===== src/rtl/iter_mac.sv =====
module iter_mac #(
  parameter int W     = 32,
  parameter int STEPS = W / 2,
  parameter int CW    = $clog2(STEPS + 1)
) (
  input  logic          clk,
  input  logic          rst_n,
  input  logic          start,
  input  logic          acc_en,
  input  logic [W-1:0]  multiplicand,
  input  logic [W-1:0]  multiplier,
  input  logic [W-1:0]  addend,
  output logic          busy,
  output logic          done,
  output logic [W-1:0]  result,
  output logic          neg_flag,
  output logic          zero_flag,
  output logic [CW-1:0] cycle_count
);

  logic [W-1:0]  acc, mcand, rest, term, acc_nxt, rest_nxt;
  logic          carry, carry_nxt, last;
  logic [CW-1:0] steps;

  always_comb begin
    case ({rest[1:0], carry})
      3'b001, 3'b010: term = mcand;
      3'b011:         term = mcand << 1;
      3'b100:         term = -(mcand << 1);
      3'b101, 3'b110: term = -mcand;
      default:        term = '0;
    endcase
  end

  assign acc_nxt   = acc + term;
  assign rest_nxt  = rest >> 2;
  assign carry_nxt = rest[1];
  assign last      = (rest_nxt == '0 && !carry_nxt) || steps == CW'(STEPS - 1);

  always_ff @(posedge clk) begin
    if (!rst_n) begin
      busy        <= 1'b0;
      done        <= 1'b0;
      acc         <= '0;
      mcand       <= '0;
      rest        <= '0;
      carry       <= 1'b0;
      steps       <= '0;
      result      <= '0;
      neg_flag    <= 1'b0;
      zero_flag   <= 1'b0;
      cycle_count <= '0;
    end else begin
      done <= 1'b0;
      if (!busy) begin
        if (start) begin
          busy  <= 1'b1;
          acc   <= acc_en ? addend : '0;
          mcand <= multiplicand;
          rest  <= multiplier;
          carry <= 1'b0;
          steps <= '0;
        end
      end else begin
        acc   <= acc_nxt;
        mcand <= mcand << 2;
        rest  <= rest_nxt;
        carry <= carry_nxt;
        steps <= steps + 1'b1;
        if (last) begin
          busy        <= 1'b0;
          done        <= 1'b1;
          result      <= acc_nxt;
          neg_flag    <= acc_nxt[W-1];
          zero_flag   <= (acc_nxt == '0);
          cycle_count <= steps + 1'b1;
        end
      end
    end
  end

  AST_DONE_PULSE: assert property (@(posedge clk) disable iff (!rst_n) done |=> !done);
  AST_BUSY_DONE_EXCL: assert property (@(posedge clk) disable iff (!rst_n) !(busy && done));
  AST_START_TAKEN: assert property (@(posedge clk) disable iff (!rst_n) (start && !busy) |=> busy);
  AST_IGNORE_START: assert property (@(posedge clk) disable iff (!rst_n) (busy && start) |=> (busy || done) && steps == $past(steps) + 1'b1);
  AST_STEP_LIMIT: assert property (@(posedge clk) disable iff (!rst_n) busy |-> steps < CW'(STEPS));
  AST_COUNT_RANGE: assert property (@(posedge clk) disable iff (!rst_n) done |-> (cycle_count >= 1 && cycle_count <= CW'(STEPS)));
  AST_HOLD: assert property (@(posedge clk) disable iff (!rst_n) !done |-> ($stable(result) && $stable(cycle_count)));
  AST_FLAGS: assert property (@(posedge clk) disable iff (!rst_n) done |-> !(neg_flag && zero_flag));

endmodule


===== config.mk =====
export PLATFORM = sky130hd
export DESIGN_NAME = iter_mac
export DESIGN_NICKNAME = d
export VERILOG_FILES = /design/src/rtl/iter_mac.sv
export SDC_FILE = /design/constraint.sdc
export NUM_CORES = 1
export LEC_CHECK = 0
export BUFFER_PORTS_ARGS = -buffer_cell sky130_fd_sc_hd__buf_2
export CORE_MARGIN = 1.5
export CORE_UTILIZATION = 55
export DETAILED_ROUTE_END_ITERATION = 12
export HOLD_SLACK_MARGIN = 0.03
export PLACE_DENSITY = 0.78
export SLEW_MARGIN = 20
export SYNTH_ARGS = -nofsm -noshare
export SYNTH_HDL_FRONTEND = slang
export SYNTH_SLANG_ARGS = --single-unit

===== constraint.sdc =====
create_clock -name clk -period 6 [get_ports clk]
set_input_delay 0.3 -clock clk [delete_from_list [all_inputs] [get_ports clk]]
set_output_delay 0.3 -clock clk [all_outputs]
set_load 0.02 [all_outputs]

==> results of run 1 <==
[layer usage]
layer	global-route usage, %	up-vias	share of wire, %
li1	-	4449	-
met1	41.2	4245	44
met2	45.8	376	44
met3	7.57	59	8.8
met4	12.8	0	3.1
met5	0	-	0
[synth_stat cells, types with 3 or more instances]
library cell	number	area, um2
nor2_1	247	927
dfxtp_1	142	2840
a21oi_1	124	621
clkbuf_1	83	312
mux2i_1	78	781
o21ai_0	65	325
nand2_1	62	233
xnor2_1	37	324
ha_1	34	425
a211oi_1	31	233
a221oi_1	30	263
a22oi_1	30	225
xor2_1	27	236
nor3_1	19	95.1
buf_1	14	52.6
or3_1	12	75.1
nand3_1	11	55.1
nor4_1	11	68.8
nand2b_1	10	62.6
o221ai_1	10	87.6
inv_1	9	33.8
nand4_1	9	56.3
and3_1	8	50.1
nor2b_1	6	37.5
o21a_1	5	37.5
or2_2	5	31.3
a21o_1	4	30.0
o21ai_1	4	20.0
a221o_1	3	30.0
and2_1	3	18.8
buf_4	3	22.5
nand3b_1	3	22.5
o211ai_1	3	22.5
o21bai_1	3	22.5
[sequential cells by signal, indices dropped and copies added (netlist names)]
name         flops
acc             32
busy             1
carry            1
cycle_count      5
done             1
mcand           32
rest            32
result          32
steps            5
zero_flag        1
[through the flow]
| step | power (mW) | area (um2) | setup slack (ns) |
|---|---|---|---|
| 6_report | 2.80 | 10500 | 0.527 |
| 5_1_grt | 2.91 | 10500 | 0.232 |
| 4_1_cts | 2.79 | 10500 | 0.608 |
| 3_5_place_dp | 1.69 | 9920 | 0.713 |
| 3_3_place_gp | 1.68 | 9920 | 0.840 |
| 2_1_floorplan | 1.50 | 9150 | 1.25 |
[worst max-delay path: stages, from the launching register on]
cell,delay (ns)
dfxtp_1,0.33
or3_1,0.51
or3_1,0.41
nand2b_1,0.19
or3_1,0.36
or3_1,0.37
nand2_1,0.10
xnor2_1,0.13
a21oi_1,0.09
o21ai_0,0.27
ha_1,0.36
a21oi_1,0.16
o21ai_0,0.12
a211oi_2,0.32
o21ai_0,0.22
a41oi_1,0.35
xnor2_1,0.19
nor4b_1,0.32
nand4_1,0.12
nor4_1,0.34
a21o_1,0.17
[cell type report]
cell class | count | area share, %
clock inverters | 14 | 1.57
clock buffers | 18 | 4.17
flip-flops and latches | 142 | 27.0
multi-input cells | 938 | 55.8
well taps | 216 | 2.57
inverters | 12 | 0.452
repair buffers | 164 | 8.39
[logic make-up (layout without fill, tap and decap cells)]
family | count (synthesis) | count (layout)
flops | 142 | 142
compound gates | 334 | 334
fa+ha+maj | 35 | 35
simple gates | 427 | 427
xor+xnor | 64 | 64
mux | 78 | 78
buf+inv | 114 | 208
[power by group through the flow]
stage	sequential [mW]	clock [mW]	combinational (mW)
floorplan	1.04	0	0.457
finish	1.07	1.11	0.621
CTS	1.07	1.12	0.608
global placement	1.09	0	0.595
global route	1.08	1.16	0.677
detailed placement	1.09	0	0.601
[worst max-delay path by stage]
stage,startpoint,endpoint,slack [ns],depth (start not counted)
6_report,mcand[1],zero_flag,0.53,20
5_1_grt,mcand[2],zero_flag,0.23,20
4_1_cts,mcand[1],zero_flag,0.61,20
3_5_place_dp,mcand[1],zero_flag,0.71,20
3_3_place_gp,mcand[1],zero_flag,0.84,19
2_1_floorplan,mcand[1],zero_flag,1.25,20
[cells in the final DEF (no fill, tap or decap), types with 30 or more instances in the layout]
cell type / Yosys / final
nor2_1: 247 / 247
dfxtp_1: 142 / 141
buf_2: 2 / 139
a21oi_1: 124 / 124
mux2i_1: 78 / 78
o21ai_0: 65 / 65
nand2_1: 62 / 62
xnor2_1: 37 / 37
ha_1: 34 / 34
a211oi_1: 31 / 31
a22oi_1: 30 / 30
a221oi_1: 30 / 30
==> metrics.txt, run 1 <==
Data required, critical path 6.39 ns; Post-Synth Simple-Gate Area 21.3%; Final Cycle Share 91.2%; fmax 183 MHz; hold path depth 3; startpoint types flop; pin count of the biggest net entering global routing 93; drt drc 0; CTS clock-pin slew for the worst setup and hold paths 0.07 ns; Post-synth ARST share 0%; VDD IR max 267 uV; die span in y 132 um; Hold Slack 0.108 ns; IO Pins 141; post-synthesis mux area share 8.54%; yosys warns 0; switch share 32.9%; Final Hold Fails 0; FF-to-FF path depth 20; non-filler instance count after layout 1504; internal reg-to-reg setup slack 0.53 ns; PostCTS Resize Cnt 0; via count 9129; max_cap viols 0; GR Util All Layers 30.3%; worst hold endpoint rest[31]; min-delay src multiplier[31]; Reg power frac 38.1%; First-pass DRT Iterations 8; Worst-Margin Slew 1.09 ns; Routed Wire Length 27.1 mm; Cells after DPL 1472; Post-Syn Area per Cell 7.66 um2; Root Buffer clkbuf_16; Layout Skew 0.0115 ns; Syn Std Cell Area 9150 um2; H-tree depth 4; largest family of logic cells by synthesized area compound AO/OA/AOI/OAI gates; FILL cells 1412; Core Rows 46; crit-path max FO 5; Worst EP arrival 5.86 ns; die area 17400 um2; RSZ-0062 raised after global routing no; ys flop type dfxtp_1; Final Max Slew Viols 0; clk buf depth 2; Mapped Nets 1329; status finished, final reports clean; PortBufs 140; multi-input logic area 5870 um2; sequential-to-total area share from yosys stat 31.1%; Synth Area in Compound Gates 23.3%; placer congestion estimate 0.931; Setup violations, final 0; core area 16100 um2; number of synthesized register bits 142; Lkg Pwr 4.60 nW; internal power 1.88 mW; Setup crit end kind flop; vias per inst 6.07; Final HPWL DP 18.8 mm; pwr/cell area 266 nW/um2; Initial Utilization 57.0%; Synth Area in Adders 4.87%; initial antenna violation count 1; Clk pwr share 39.7%; worst rel slew slack 27.0%; Synth Instances 1194; global-route wire length before repair 42.4 mm; FF-to-FF Start mcand[1]; Area growth syn-to-layout 15.1%; Hold WC Path Type primary input to flop; Comb pwr share 22.2%; number of global-route vias before repair 8235; Final ANT Viol Nets 0; CTS tree built; detail-routed net length per standard cell 18.0 um; final core occ 65.5%; Setup CP Type flop to flop; post-synthesis xor/xnor area fraction 6.13%; Cell variety after synth 71; clock sinks 142; Psw 0.922 mW; Storage cell area 2850 um2; grt total ovfl 0; CTS buffer count 17; setup bufs post-CTS 0; chip width 132 um; ANT cells 0; EDFF count, synth 0; RR Endpoint zero_flag; minimum clock period 5.47 ns; share of layout cells above drive strength 1 16.8%; NumNets Final 1410; Setup TNS Final 0 ns; First DRT Iteration DRCs 875; CTS Hold Bufs 0; clk_lat worst skew 0.44 ns
(Power assumes the default switching activity.)
==> run 2, diff against run 1 <==
--- a/config.mk
+++ b/config.mk
@@ -5,12 +5,14 @@
 export SDC_FILE = /design/constraint.sdc
 export NUM_CORES = 1
 export LEC_CHECK = 0
+export ABC_AREA = 1
 export BUFFER_PORTS_ARGS = -buffer_cell sky130_fd_sc_hd__buf_2
 export CORE_MARGIN = 1.5
 export CORE_UTILIZATION = 55
 export DETAILED_ROUTE_END_ITERATION = 12
 export HOLD_SLACK_MARGIN = 0.03
-export PLACE_DENSITY = 0.78
+export PLACE_DENSITY = 0.77
+export RECOVER_POWER = 50
 export SLEW_MARGIN = 20
 export SYNTH_ARGS = -nofsm -noshare
 export SYNTH_HDL_FRONTEND = slang
==> run 2 against run 1 <==
The run now ends with max-capacitance violations, max-slew violations left. Critical path depth is 13 lower. Core utilization fell by 1.7 points. Routed wire length increased by 8.4%. Combinational power down 7.1%. Non-clock buffer count shrank 19. Flip-flop and latch count stayed put. Cell area increased by 4.6%. Register-to-register slack better by 0.83 ns. Maximum frequency up 18%. Clock skew down 0.0023 ns. Via count increased by 15%. Clock power hardly changed.
==> metrics.txt, run 2 <==
commonest non-fill, non-tap cell in the layout nand2_1; Final Max Slew Viols 89; pin count of the biggest net entering global routing 80; H-tree depth 4; largest family of logic cells by synthesized area simple AND/OR/NAND/NOR gates; FILL cells 1699; CP max-delay cell dfxtp_1; detail-routed net length per standard cell 15.6 um; post-synthesis xor/xnor area fraction 2.44%; worst rel slew slack -31.2%; Hold WC Path Type primary input to flop; count leader, synth nand2_1; CTS tree built; critical path's top delay family buffers and inverters; PostCTS Resize Cnt 0; Worst EP arrival 4.98 ns; drt drc 0; top cells by instance count after synthesis 523 x nand2_1, 194 x inv_1, 142 x dfxtp_1; Cell variety after synth 52; Synth Instances 1546; largest area contributor in the netlist dfxtp_1; Setup TNS Final 0 ns; setup bufs post-CTS 0; via count 10.5k; DP Worst Slack 2.01 ns; CP Cell Sequence clkbuf_1 -> nor2_4 -> buf_4 -> inv_1 -> o221ai_1 -> nand2_1 -> inv_1; commonest cells after routing, fill and taps aside 523 x nand2_1, 194 x inv_1, 142 x dfxtp_1; Buf/Inv on CP 4; Area growth syn-to-layout 13.5%; Post-Syn Area per Cell 6.27 um2; die span in y 136 um; final core occ 63.8%; Final HPWL DP 21.7 mm; Setup CP Type flop to flop; Root Buffer clkbuf_16; failing checks max-capacitance violations, max-slew violations; Routed Wire Length 29.3 mm; main area contributors after synthesis dfxtp_1 29%, nand2_1 20%, inv_1 7.5%, nand3_1 6.4%, ha_1 4.4%; die area 18400 um2; IO Pins 141; Setup violations, final 0; global-route wire length before repair 46.8 mm; Lkg Pwr 5.38 nW; Final ANT Viol Nets 0; Initial Utilization 56.2%; worst setup margin 1.35 ns; EDFF count, synth 0; number of synthesized register bits 142; number of global-route vias before repair 9332; initial antenna violation count 0; vias per inst 5.55; PortBufs 140; core area 17200 um2; clk buf depth 2; grt total ovfl 0; fmax 215 MHz; yosys warns 0; NumNets Final 1782; First-pass DRT Iterations 8; ys flop type dfxtp_1; RSZ-0062 raised after global routing no; pwr/cell area 248 nW/um2; Final Hold Fails 0; Data required, critical path 6.33 ns; max_cap viols 2; Critical Path Max Stage Delay 1.58 ns; VDD IR max 196 uV; minimum clock period 4.65 ns; post-synthesis mux area share 0%; Synth Area in Adders 4.59%; CTS Hold Bufs 0; Syn Std Cell Area 9690 um2; CTS buffer count 17; Setup crit end kind flop; share of layout cells above drive strength 1 11.5%; status finished with violations; Post-Synth Simple-Gate Area 36.4%; Post-synth ARST share 0%; chip width 136 um; First DRT Iteration DRCs 1087; startpoint types flop; Top cell by count, worst path inv_1; ANT cells 0; clk_lat worst skew 0.44 ns; GR Util All Layers 32.1%; Layout Skew 0.00913 ns; Final Cycle Share 77.4%; Synth Area in Compound Gates 16.4%; sequential-to-total area share from yosys stat 29.3%; placer congestion estimate 0.969; Mapped Nets 1681; CTS clock-pin slew for the worst setup and hold paths 0.07 ns; crit-path max FO 79; clock sinks 142; Core Rows 48; Hold Slack 0.137 ns; top cell type's share of synthesized area 29.3%; Worst-Margin Slew 1.97 ns
## run 2: cell families (layout without fill, tap and decap cells)
kind of cell,after synthesis,count (layout)
AO/OA/AOI/OAI,249,249
XOR/XNOR,27,27
adder cells (fa/ha/maj),35,35
buffers and inverters,270,383
flip-flops,142,142
AND/OR/NAND/NOR,823,823
## run 2: cell type report
cell class | instances | area (um2) | area share [%]
Timing Repair Buffer | 145 | 683 | 6.21
Tap cell | 225 | 282 | 2.56
Sequential cell | 142 | 2840 | 25.8
Clock inverter | 12 | 160 | 1.46
Inverter | 207 | 777 | 7.06
Clock buffer | 19 | 443 | 4.03
Multi-Input combinational cell | 1134 | 5820 | 52.9
## run 2: worst paths after layout
| check | depth (start not counted) | from | endpoint | slack (ns) |
|---|---|---|---|---|
| worst min-delay path | 5 | multiplier[6] | rest[6] | 0.14 |
| worst max register to register | 7 | busy | rest[22] | 1.35 |
| worst max-delay path | 7 | busy | rest[22] | 1.35 |
| worst min register to register | 2 | result[0] | result[0] | 0.44 |
## run 2: worst reg2reg max path: stages, from the launching register on
cell      delay, ns
dfxtp_1        1.58
clkbuf_1       1.52
nor2_4        -0.07
buf_4          0.45
inv_1          0.70
o221ai_1       0.22
nand2_1        0.10
inv_1          0.04
## run 2: per-layer routing
layer / share of wire [%] / up-vias / GRT usage, %
met1: 47 / 4761 / 44.9
li1: - / 5266 / -
met2: 45 / 395 / 51.5
met5: 0 / - / 0
met3: 6.4 / 37 / 4.15
met4: 1.8 / 0 / 9.38
## run 2: per-stage QoR
stage	instance area, um2	std cells	total power, mW
after floorplan	9690	1546	1.45
after global placement	10500	1853	1.61
after detailed placement	10500	1853	1.62
after CTS	11100	1884	2.72
after global routing	11000	1884	2.84
final	11000	1884	2.73
## run 2: power breakdown
group / leakage (nW) / internal (mW) / total, mW / switching [mW]
clock network: 0.294 / 0.666 / 1.11 / 0.444
registers: 1.16 / 0.987 / 1.04 / 0.0516
logic: 3.93 / 0.193 / 0.577 / 0.384
==> run 3, diff against run 2 <==
--- a/config.mk
+++ b/config.mk
@@ -8,10 +8,10 @@
 export ABC_AREA = 1
 export BUFFER_PORTS_ARGS = -buffer_cell sky130_fd_sc_hd__buf_2
 export CORE_MARGIN = 1.5
-export CORE_UTILIZATION = 55
+export CORE_UTILIZATION = 53
 export DETAILED_ROUTE_END_ITERATION = 12
 export HOLD_SLACK_MARGIN = 0.03
-export PLACE_DENSITY = 0.77
+export PLACE_DENSITY = 0.78
 export RECOVER_POWER = 50
 export SLEW_MARGIN = 20
 export SYNTH_ARGS = -nofsm -noshare
==> constraint.sdc (replaced) <==
create_clock -name clk -period 3.7 [get_ports clk]
set_input_delay 0.185 -clock clk [delete_from_list [all_inputs] [get_ports clk]]
set_output_delay 0.185 -clock clk [all_outputs]
set_load 0.02 [all_outputs]
==> run 3 against run 2 <==
The run still ends with max-capacitance violations, max-slew violations left. Critical path type unchanged. Count of clock-buffer cells in the layout is the same. Global-route usage shrank 1.9 points. Die area grew 3.7%. Largest power group unchanged. Cell count grew 3.7%.
==> metrics.txt, run 3 (synthesized netlist as in run 2, its figures left out) <==
Hold Slack 0.0327 ns; Top cell by count, worst path nand2_1; CTS clock-pin slew for the worst setup and hold paths 0.07 ns; commonest non-fill, non-tap cell in the layout nand2_1; status finished with violations; Setup CP Type flop to flop; First DRT Iteration DRCs 1124; global-route wire length before repair 47.6 mm; internal power 3.00 mW; Hold WC Path Type primary input to flop; H-tree depth 4; chip width 138 um; Worst-Margin Slew 1.73 ns; Setup TNS Final 0 ns; First-pass DRT Iterations 5; Lkg Pwr 5.77 nW; critical path's top delay family simple AND/OR/NAND/NOR gates; IO Pins 141; CP Cell Sequence nor2_1 -> nand3_1 -> nor2_2 -> nand2_2 -> nor2_2 -> nand2_1 -> xor2_1 -> nand2_1 -> o2111ai_1 -> ha_1 -> a21oi_1 -> o21ai_0 -> nand2_1 -> nand2_1 -> a21oi_2 -> nand2_2 -> nand2_1 -> nand2_2 -> buf_4 -> nand2_1 -> a31oi_1; final core occ 66.9%; Final Max Slew Viols 38; CTS buffer count 17; Root Buffer clkbuf_16; worst rel slew slack -15.3%; vias per inst 5.56; Buf/Inv on CP 1; Clk pwr share 38.0%; Routed Wire Length 30.5 mm; share of layout cells above drive strength 1 19.6%; fmax 275 MHz; clk buf depth 2; CTS tree built; failing checks max-capacitance violations, max-slew violations; switch share 33.5%; clk_lat worst skew 0.44 ns; minimum clock period 3.64 ns; Reg power frac 37.2%; drt drc 0; ANT cells 0; CP max-delay cell ha_1; commonest cells after routing, fill and taps aside 506 x nand2_1, 189 x inv_1, 141 x dfxtp_1; grt met2 use 47.5%; Initial Utilization 54.0%; Final Hold Fails 0; Core Rows 49; die area 19100 um2; NumNets Final 1846; GR peak layer met2; initial antenna violation count 0; via count 10.9k; max_cap viols 1; number of global-route vias before repair 9764; Design Area, Final 12000 um2; grt total ovfl 0; worst setup margin 0.0632 ns; placer congestion estimate 1.01; GR Util All Layers 30.2%; Critical Path Max Stage Delay 0.40 ns; GRT met1 Usage 42.1%; Comb pwr share 24.8%; Setup violations, final 0; Data required, critical path 3.97 ns; startpoint types flop; Area growth syn-to-layout 24.1%; Psw 1.51 mW; Final Cycle Share 98.3%; Layout Skew 0.0147 ns; detail-routed net length per standard cell 15.6 um; core area 18000 um2; DP Worst Slack -0.124 ns; pin count of the biggest net entering global routing 63; Worst EP arrival 3.91 ns; VDD IR max 336 uV; Setup crit end kind flop; Final ANT Viol Nets 0; crit-path max FO 5; dpl cell area 10700 um2; RSZ-0062 raised after global routing yes; clock sinks 142; PortBufs 140; Final HPWL DP 21.8 mm; pwr/cell area 375 nW/um2; GRT met3 Usage 4.64%; die span in y 138 um
-- run 3: changes by cell type in the layout (fill, tap and decap cells not counted), sizes merged --
cell and change:
buf +52, inv +5, bufinv -2, clkinv -3, clkinvlp +1, clkbuf -1, dlygate4sd3 +13
-- run 3: final cells by class --
class | instances | area [um2]
multi-input combinational | 1134 | 6320
fill | 1634 | 5940
inverter | 207 | 777
sequential | 142 | 2850
clock buffer | 19 | 453
timing repair buffer | 209 | 1210
tap | 229 | 287
clock inverter | 13 | 128
-- run 3: repair_timing --
action	CTS	global route
gates resized for setup	6	113
pin swaps	2	33
buffers inserted	1	24
endpoints found under the hold margin	13	0
endpoints found under the setup margin	4	26
hold buffers	13	0
-- run 3: final timing paths --
check	start	end	slack, ns	cells after the start
max reg2reg	mcand[7]	acc[27]	0.06	21
min	multiplicand[9]	mcand[9]	0.03	5
max	mcand[7]	acc[27]	0.06	21
min reg2reg	result[6]	result[6]	0.45	2
-- run 3: power by group through the flow --
stage / clock network, mW / registers [mW] / logic [mW]
3_5_place_dp: 0 / 1.71 / 0.942
4_1_cts: 1.73 / 1.67 / 0.963
5_1_grt: 1.79 / 1.69 / 1.23
2_1_floorplan: 0 / 1.68 / 0.671
6_report: 1.72 / 1.68 / 1.12
3_3_place_gp: 0 / 1.70 / 0.941
-- run 3: metrics by stage --
| stage | cells | power, mW |
|---|---|---|
| 2_1_floorplan | 1546 | 2.35 |
| 5_1_grt | 1953 | 4.71 |
| 6_report | 1953 | 4.51 |
| 3_5_place_dp | 1883 | 2.65 |
| 4_1_cts | 1929 | 4.36 |
| 3_3_place_gp | 1883 | 2.64 |
-- run 3: per-layer routing --
metal,part of all wire (%),vias up,wire [um]
met4,3.0,0,917
li1,-,5386,-
met2,44,475,13400
met5,0,-,0
met1,46,4929,14000
met3,7.1,72,2170
-- run 3: worst register-to-register path: cells and delay by family, from the launching register on --
family / cells / cell delay, ns
AO/OA/AOI/OAI: 5 / 0.88
XOR/XNOR: 1 / 0.16
adder cells (fa/ha/maj): 1 / 0.40
buffers and inverters: 1 / 0.15
flip-flops: 1 / 0.36
AND/OR/NAND/NOR: 13 / 1.52
